==> config.mk <==
export PLATFORM = sky130hd
export DESIGN_NAME = adc_seq_ctrl
export DESIGN_NICKNAME = d
export VERILOG_FILES = /design/src/rtl/adc_seq_pkg.sv /design/src/rtl/adc_sar_tick.sv /design/src/rtl/adc_start_sel.sv /design/src/rtl/adc_seq_fsm.sv /design/src/rtl/adc_ctl_regs.sv /design/src/rtl/adc_seq_ctrl.sv
export SDC_FILE = /design/constraint.sdc
export NUM_CORES = 1
export LEC_CHECK = 0
export CAP_MARGIN = 20
export CORE_MARGIN = 4
export CORE_UTILIZATION = 42
export CTS_BUF_LIST = sky130_fd_sc_hd__clkbuf_2
export CTS_CLUSTER_DIAMETER = 40
export DETAILED_ROUTE_END_ITERATION = 6
export GPL_TIMING_DRIVEN = 1
export HOLD_SLACK_MARGIN = 0.05
export PLACE_DENSITY = 0.72
export SYNTH_ARGS = -nofsm -noshare
export SYNTH_HDL_FRONTEND = slang
export SYNTH_HIERARCHICAL = 1
export SYNTH_SLANG_ARGS = --single-unit
==> constraint.sdc <==
create_clock -name clk -period 3 [get_ports clk]
set_input_delay 0.6 -clock clk [delete_from_list [all_inputs] [get_ports clk]]
set_output_delay 0.6 -clock clk [all_outputs]
set_load 0.01 [all_outputs]
==> src/rtl/adc_seq_pkg.sv <==
package adc_seq_pkg;

    localparam int N_TMR = 4;

    typedef enum logic [2:0] {
        SRC_SW   = 3'b000,
        SRC_T0   = 3'b001,
        SRC_T2   = 3'b010,
        SRC_T1   = 3'b011,
        SRC_PIN  = 3'b100,
        SRC_T3   = 3'b101,
        SRC_RSV6 = 3'b110,
        SRC_RSV7 = 3'b111
    } start_src_e;

    typedef struct packed {
        logic       en;
        logic       lp_track;
        logic       done_flag;
        logic       busy;
        logic       win_flag;
        start_src_e src;
    } ctl_word_t;

    typedef enum logic [1:0] {
        ST_IDLE  = 2'd0,
        ST_TRACK = 2'd1,
        ST_CONV  = 2'd2
    } seq_state_e;

    function automatic logic src_is_timer(start_src_e s);
        return (s == SRC_T0) || (s == SRC_T1) || (s == SRC_T2) || (s == SRC_T3);
    endfunction

    function automatic logic [1:0] timer_sel(start_src_e s);
        case (s)
            SRC_T0:  return 2'd0;
            SRC_T1:  return 2'd1;
            SRC_T2:  return 2'd2;
            default: return 2'd3;
        endcase
    endfunction

endpackage

==> src/rtl/adc_sar_tick.sv <==
module adc_sar_tick #(
    parameter int DIV_W = 8
) (
    input  logic             clk,
    input  logic             rst,
    input  logic [DIV_W-1:0] div,
    output logic             tick
);
    logic [DIV_W-1:0] cnt_q;

    assign tick = (cnt_q >= div);

    always_ff @(posedge clk) begin
        if (rst)       cnt_q <= '0;
        else if (tick) cnt_q <= '0;
        else           cnt_q <= cnt_q + 1'b1;
    end


    tick_single_cycle_chk: assert property (@(posedge clk) disable iff (rst)
        (tick && div != '0) |=> (!tick || div == '0));

endmodule

==> src/rtl/adc_start_sel.sv <==
module adc_start_sel
    import adc_seq_pkg::*;
#(
    parameter int SYNC_STAGES = 2
) (
    input  logic             clk,
    input  logic             rst,
    input  logic             en,
    input  start_src_e       src,
    input  logic             sw_go,
    input  logic [N_TMR-1:0] tmr_ovf,
    input  logic             pin_async,
    output logic             pin_lvl,
    output logic             trig
);
    logic [SYNC_STAGES-1:0] sync_q;
    logic                   pin_prev_q;
    logic                   pin_rise;

    always_ff @(posedge clk) begin
        if (rst) begin
            sync_q     <= '0;
            pin_prev_q <= 1'b0;
        end else begin
            sync_q     <= {sync_q[SYNC_STAGES-2:0], pin_async};
            pin_prev_q <= sync_q[SYNC_STAGES-1];
        end
    end

    assign pin_lvl  = sync_q[SYNC_STAGES-1];
    assign pin_rise = pin_lvl && !pin_prev_q;

    always_comb begin
        trig = 1'b0;
        if (src == SRC_SW)           trig = sw_go;
        else if (src == SRC_PIN)     trig = en && pin_rise;
        else if (src_is_timer(src))  trig = en && tmr_ovf[timer_sel(src)];
    end


    reserved_src_idle_chk: assert property (@(posedge clk) disable iff (rst)
        (src == SRC_RSV6 || src == SRC_RSV7) |-> !trig);

endmodule

==> src/rtl/adc_seq_fsm.sv <==
module adc_seq_fsm
    import adc_seq_pkg::*;
#(
    parameter int TRACK_TICKS = 3
) (
    input  logic clk,
    input  logic rst,
    input  logic en,
    input  logic lp_track,
    input  logic pin_mode,
    input  logic pin_lvl,
    input  logic trig,
    input  logic sar_tick,
    input  logic sar_done,
    output logic busy,
    output logic done_pulse,
    output logic track_req,
    output logic conv_req
);
    localparam int CW = $clog2(TRACK_TICKS + 1);

    seq_state_e    state_q;
    logic [CW-1:0] cnt_q;
    logic          lp_timed;
    logic          idle_track;

    assign lp_timed = lp_track && !pin_mode;

    always_ff @(posedge clk) begin
        if (rst || !en) begin
            state_q <= ST_IDLE;
            cnt_q   <= '0;
        end else begin
            case (state_q)
                ST_IDLE: if (trig) begin
                    cnt_q   <= '0;
                    state_q <= lp_timed ? ST_TRACK : ST_CONV;
                end
                ST_TRACK: if (sar_tick) begin
                    if (cnt_q == CW'(TRACK_TICKS - 1)) state_q <= ST_CONV;
                    else                               cnt_q   <= cnt_q + 1'b1;
                end
                ST_CONV: if (sar_done) state_q <= ST_IDLE;
                default: state_q <= ST_IDLE;
            endcase
        end
    end

    always_comb begin
        if (!lp_track)     idle_track = 1'b1;
        else if (pin_mode) idle_track = !pin_lvl;
        else               idle_track = 1'b0;
    end

    assign busy       = (state_q != ST_IDLE);
    assign done_pulse = en && (state_q == ST_CONV) && sar_done;
    assign track_req  = en && ((state_q == ST_TRACK) || (state_q == ST_IDLE && idle_track));
    assign conv_req   = en && (state_q == ST_CONV);


    track_conv_excl_chk: assert property (@(posedge clk) disable iff (rst)
        !(track_req && conv_req));


    track_leaves_on_tick_chk: assert property (@(posedge clk) disable iff (rst)
        (state_q == ST_TRACK && !sar_tick) |=> (state_q != ST_CONV));


    abort_to_idle_chk: assert property (@(posedge clk) disable iff (rst)
        !en |=> (state_q == ST_IDLE));


    conv_holds_until_done_chk: assert property (@(posedge clk) disable iff (rst)
        (state_q == ST_CONV && en && !sar_done) |=> (state_q == ST_CONV));

endmodule

==> src/rtl/adc_ctl_regs.sv <==
module adc_ctl_regs
    import adc_seq_pkg::*;
(
    input  logic       clk,
    input  logic       rst,
    input  logic       wr,
    input  logic [7:0] wdata,
    input  logic       busy,
    input  logic       done_pulse,
    input  logic       win_match,
    output logic [7:0] rdata,
    output logic       en,
    output logic       lp_track,
    output start_src_e src,
    output logic       sw_go
);
    ctl_word_t wr_w;
    logic      done_q;
    logic      win_q;

    assign wr_w = ctl_word_t'(wdata);

    always_ff @(posedge clk) begin
        if (rst) begin
            en       <= 1'b0;
            lp_track <= 1'b0;
            src      <= SRC_SW;
            done_q   <= 1'b0;
            win_q    <= 1'b0;
        end else begin
            if (wr) begin
                en       <= wr_w.en;
                lp_track <= wr_w.lp_track;
                src      <= wr_w.src;
            end
            if (done_pulse) done_q <= 1'b1;
            else if (wr)    done_q <= wr_w.done_flag;
            if (win_match)  win_q  <= 1'b1;
            else if (wr)    win_q  <= wr_w.win_flag;
        end
    end

    assign sw_go = wr && wr_w.busy && wr_w.en && en && (wr_w.src == SRC_SW);
    assign rdata = {en, lp_track, done_q, busy, win_q, src};


    done_flag_set_chk: assert property (@(posedge clk) disable iff (rst)
        done_pulse |=> done_q);


    win_flag_set_chk: assert property (@(posedge clk) disable iff (rst)
        win_match |=> win_q);


    done_flag_sticky_chk: assert property (@(posedge clk) disable iff (rst)
        (done_q && !wr) |=> done_q);

endmodule

==> src/rtl/adc_seq_ctrl.sv <==
module adc_seq_ctrl
    import adc_seq_pkg::*;
#(
    parameter int DIV_W       = 8,
    parameter int TRACK_TICKS = 3,
    parameter int SYNC_STAGES = 2
) (
    input  logic             clk,
    input  logic             rst,
    input  logic             reg_wr,
    input  logic [7:0]       reg_wdata,
    output logic [7:0]       reg_rdata,
    input  logic [N_TMR-1:0] tmr_ovf,
    input  logic             cnv_pin,
    input  logic [DIV_W-1:0] sar_div,
    input  logic             sar_done,
    input  logic             win_match,
    output logic             sar_tick,
    output logic             track_req,
    output logic             conv_req
);
    logic       en, lp_track, sw_go, pin_lvl, trig, busy, done_pulse;
    start_src_e src;

    adc_sar_tick #(.DIV_W(DIV_W)) u_tick (
        .clk(clk), .rst(rst), .div(sar_div), .tick(sar_tick)
    );

    adc_ctl_regs u_regs (
        .clk(clk), .rst(rst), .wr(reg_wr), .wdata(reg_wdata),
        .busy(busy), .done_pulse(done_pulse), .win_match(win_match),
        .rdata(reg_rdata), .en(en), .lp_track(lp_track), .src(src), .sw_go(sw_go)
    );

    adc_start_sel #(.SYNC_STAGES(SYNC_STAGES)) u_sel (
        .clk(clk), .rst(rst), .en(en), .src(src), .sw_go(sw_go),
        .tmr_ovf(tmr_ovf), .pin_async(cnv_pin), .pin_lvl(pin_lvl), .trig(trig)
    );

    adc_seq_fsm #(.TRACK_TICKS(TRACK_TICKS)) u_fsm (
        .clk(clk), .rst(rst), .en(en), .lp_track(lp_track),
        .pin_mode(src == SRC_PIN), .pin_lvl(pin_lvl), .trig(trig),
        .sar_tick(sar_tick), .sar_done(sar_done), .busy(busy),
        .done_pulse(done_pulse), .track_req(track_req), .conv_req(conv_req)
    );


    off_no_requests_chk: assert property (@(posedge clk) disable iff (rst)
        (!reg_rdata[7] && !$past(reg_rdata[7])) |-> (!track_req && !conv_req));

endmodule

# Word level (Yosys, flattened, before mapping)
# Index checks and enable logic that the tools add are counted.
[word_totals]
wordCells = 83
ff_bits = 22
output_inout_bits = 11
input_bits = 26
[op_classes]
order_cmp = 2
n_eq_ne = 13
n_addsub = 2
mux = 25
n_reduce_logical = 31
[op_table]
columns = ["cell", "count"]
rows = [
  ["$mux W2", 11],
  ["$logic_and A1 B1 Y1", 12],
  ["$pmux W2 S3", 2],
  ["$mux W1", 10],
  ["$add A8 B1 Y8 const B", 1],
  ["$ge A8 B8 Y1", 1],
  ["$ne A2 B2 Y1 const B", 4],
  ["$reduce_and A4 Y1", 2],
  ["$reduce_bool A2 Y1", 4],
  ["$eq A3 B2 Y1 const B", 2],
  ["$eq A3 B3 Y1 const B", 2],
  ["$logic_not A3 Y1", 2],
  ["$logic_or A1 B1 Y1", 5],
  ["$eq A2 B2 Y1 const B", 2],
  ["$logic_not A1 Y1", 4],
  ["$pmux W2 S2", 1],
  ["$eq A3 B1 Y1 const B", 1],
  ["$lt A2 B3 Y1 const B", 1],
  ["$add A2 B1 Y2 const B", 1],
  ["$bmux W1 S2", 1],
  ["$eq A2 B1 Y1 const B", 1],
  ["$logic_not A2 Y1", 1],
  ["$ne A2 B1 Y1 const B", 1],
  ["$reduce_or A2 Y1", 1],
]

# Longest topological paths before layout
[depth]
word_depth = 15
ltp_mapped = 8
ltp_nobuf = 8

# Hierarchy
# The synthesis kept the hierarchy.
[by_module_without_submodules]
columns = ["module", "area_each_um2", "instances", "cells_each", "seq_area_each_um2"]
rows = [
  ["adc_sar_tick", 529.3, 1, 59, 160.2],
  ["adc_ctl_regs", 337.8, 1, 35, 140.1],
  ["adc_seq_fsm", 256.5, 1, 32, 80.1],
  ["adc_start_sel", 148.9, 1, 18, 60.1],
  ["adc_seq_ctrl", 12.5, 1, 1, 0.0],
]

# Worst setup path before layout
# OpenSTA, ideal clock, no wires.
[synth_timing]
kind = "input port to output port"
startpoint = "in sar_div[3]"
endpoint = "out sar_tick"
t_required_ns = 2.400
path_stages = 5
path_buffers = 0
path_slack_ns = 0.715
arrival_ns = 1.685
path_cell_list = "inv_1 ha_1 o21a_1 a21oi_1 o31ai_1"
[synth_between]
elab_chain_cells = 1
[synth_rtl]
columns = ["item", "line_no", "source"]
rows = [
  ["start: declaration", "adc_seq_ctrl.sv:15", "input logic [DIV_W-1:0] sar_div,"],
  ["$ge A8 B8 Y1", "adc_sar_tick.sv:11", "assign tick = (cnt_q >= div);"],
  ["end: declaration", "adc_seq_ctrl.sv:18", "output logic sar_tick,"],
]
# No other way between the ends.

# Final worst setup path
[layout_timing]
startpoint = "in sar_div[1]"
endpoint = "out sar_tick"
# Same word-level chain as after synthesis.

==> flow_metrics.tcl <==
set metrics [dict create \
    status "complete, no violations" \
    die_h_um 63.3 \
    grt_antenna_before_repair 0 \
    viasPerCell 5.09 \
    cts_tree "yes" \
    clock_path_buffers 2 \
    cts_htree_levels 1 \
    clock_skew_ns 0.00834 \
    cp.buffers_inverters 3 \
    power.density_nw_per_um2 381 \
    power_frac_comb 0.183 \
    antenna_cells 0 \
    clock-sinks 22 \
    syn_avg_cell_area_um2 8.86 \
    worstSetupPathType "in2out" \
    synth_top_area_cell "dfxtp_1" \
    maxSlewHeadroom 0.719 \
    core_region_area_um2 2830 \
    wl_um 2560 \
    antenna_left 0 \
    dieArea_um2 4010 \
    ys_types 35 \
    ios 37 \
    first_iter_violations 29 \
    pwr-share-seq 0.493 \
    grt_overflow 0 \
    p_int_uw 491 \
    initial_core_util 0.454 \
    timing.critical_path.arrival_ns 2.27 \
    ys.warnings.count 6 \
    gp_congestion 0.827 \
    grt.total_usage 0.133 \
    rsz0062_at_grt "no" \
    syn2layout_area_growth_pct 31.0 \
    hold_viol_final 0 \
    fin_crit_ns 2.87 \
    vdd_drop_max_mv 0.216 \
    core.rowCount 19 \
    final_cell_area_um2 1680 \
    place_hpwl_um 2090 \
    synth_seq_area_share 0.343 \
    num-nets-final 217 \
    yosysTopAreaCellShare 0.343 \
    clk_pin_slew_worst_paths_ns 0.22 \
    vias 1074 \
    ys_ff_latch 22 \
    drt_drc_violations_left 0 \
    cts_buffers 3 \
    syn_area_um2 1280 \
    hp-class "reg2reg" \
    fmax_mhz 348 \
    synth-edff-count 0 \
    dieWidth_um 63.3 \
    finalMaxSlewViolations 0 \
    async_flop_share 0 \
    crit_slowest_cell "or4_4" \
    start_kind "input pin" \
    crit_family "buffers and inverters" \
    critPathMaxFanout 2 \
    ys_top_cells_by_area "dfxtp_1 34%, ha_1 9.7%, inv_1 5.6%" \
    switchingPower_uw 150 \
    layout-drive-gt1-share 0.0833 \
    p_total_uw 641 \
    grt_pass1_vias 1039 \
    slowest_delay_ns 0.54 \
    holdWs_ns 0.461 \
    finalCritPeriodShare 0.958 \
    swShare 0.234 \
    synth_fp_nets 181 \
    setup_viol 0 \
    drt-pass1-iter-count 4 \
    endpoint_kind "output pin" \
    cts_root_buffer "clkbuf_2" \
    synth_flop_cell "dfxtp_1" \
    leakage_uw 0.000718 \
    numPortBuffers 36 \
    clk_latency_ns 0.33 \
    wl_per_cell_um 12.1 \
    cp.required_ns 2.40 \
    drv_cap 0 \
    grt_start_max_net_pins 14 \
    dpl_cell_area_um2 1640 \
    path_cells "clkdlybuf4s50_1, inv_1, ha_1, or4_4, a21oi_4, o31ai_1, clkbuf_2" \
    syn_inst 145 \
    power.clock.fraction 0.324 \
    grt_pass1_wl_um 4330 \
    tightest_slew_ns 0.420 \
]
==> path summary, 6_finish.rpt <==
kind                     end             from  cells after the start  slack, ns
min reg2reg  u_sel/sync_q[1]  u_sel/sync_q[0]                      1       0.46
max                 sar_tick       sar_div[1]                      7       0.13
min          u_sel/sync_q[1]  u_sel/sync_q[0]                      1       0.46
max reg2reg   u_fsm/cnt_q[1]  u_tick/cnt_q[0]                      9       0.95
==> layout make-up <==
type                       count  area (um^2)
clock buffer                   3         15.0
clock inverter                 1         30.0
fill                         241         1150
inverter                      19         71.3
multi-input combinational     95          702
sequential                    22          440
tap                           31         38.8
timing repair buffer          40          385
==> flip-flops by register name, indices dropped and copies added (netlist names) <==
register	cells
u_regs/src	3
u_regs/win_q	1
u_regs/done_q	1
u_regs/en	1
u_fsm/state_q	2
u_tick/cnt_q	8
u_sel/sync_q	2
u_regs/lp_track	1
u_sel/pin_prev_q	1
u_fsm/cnt_q	2
==> cells in the final DEF, fill, tap and decap left out <==
master	netlist	final
a211oi_1	1	1
a21o_1	1	1
a21oi_1	9	9
a21oi_4	1	1
a311oi_1	2	2
a31oi_1	2	2
and2_1	1	1
and3_1	3	3
buf_4	8	4
bufinv_16	0	1
clkbuf_2	0	4
clkdlybuf4s50_1	0	35
dfxtp_1	22	22
ha_1	10	10
inv_1	19	19
mux2i_1	7	7
nand2_1	6	6
nand2b_1	4	4
nand3_1	7	7
nand4bb_1	1	1
nand4bb_2	1	1
nor2_1	14	14
nor2b_1	4	4
nor3_1	4	4
nor3b_2	1	1
nor4b_1	1	1
o211ai_1	1	1
o21a_1	1	1
o311ai_4	1	1
o31ai_1	1	1
o31ai_2	1	1
or2_0	1	1
or3_1	1	1
or3b_1	1	1
or4_4	1	1
xnor2_1	4	4
xor2_1	2	2
==> through the flow <==
step	setup slack (ns)	instances	setup TNS, ns	utilization
floorplan	0.715	145	0	-
global placement	-0.201	207	-0.201	0.581
detailed placement	-0.226	207	-0.226	0.581
CTS	0.0212	211	0	0.597
global route	0.0534	211	0	0.595
finish	0.126	211	0	0.595
==> Yosys cell counts (all sizes together), types with 2 or more instances <==
| master | number |
|---|---|
| nand2 | 6 |
| a21oi | 10 |
| xnor2 | 4 |
| nor3 | 4 |
| a31oi | 2 |
| inv | 19 |
| nor2 | 14 |
| mux2i | 7 |
| and3 | 3 |
| a311oi | 2 |
| nor2b | 4 |
| xor2 | 2 |
| ha | 10 |
| buf | 9 |
| nand3 | 7 |
| o31ai | 2 |
| nand2b | 4 |
| nand4bb | 2 |
| dfxtp | 22 |
==> kinds of logic after synthesis <==
family          after synthesis  share of synthesized area
fa+ha+maj                    10                     0.0974
xor+xnor                      6                     0.0409
compound gates               21                      0.130
simple gates                 51                      0.223
buf+inv                      28                      0.111
mux                           7                     0.0545
flops                        22                      0.343
==> routing by layer <==
layer	global-route usage	routed length (um)	vias up
met3	0.0302	134	4
met2	0.246	1290	25
li1	-	-	558
met1	0.150	1110	487
met5	0	0	-
met4	0.0404	29	0
==> what timing repair did <==
item | CTS | global route
endpoints found under the setup margin | 1 | 1
resized for setup | 2 | 2
hold buffers | 0 | 0
cloned | 0 | 0
setup buffers | 0 | 0
endpoints found under the hold margin | 0 | 0
==> power groups by stage <==
stage,Sequential [uW],Clock [uW],Combinational (uW)
CTS,317,214,119
floorplan,318,0,68.4
global route,320,225,130
finish,316,207,118
global placement,322,0,116
detailed placement,322,0,118
(Power assumes the default switching activity.)
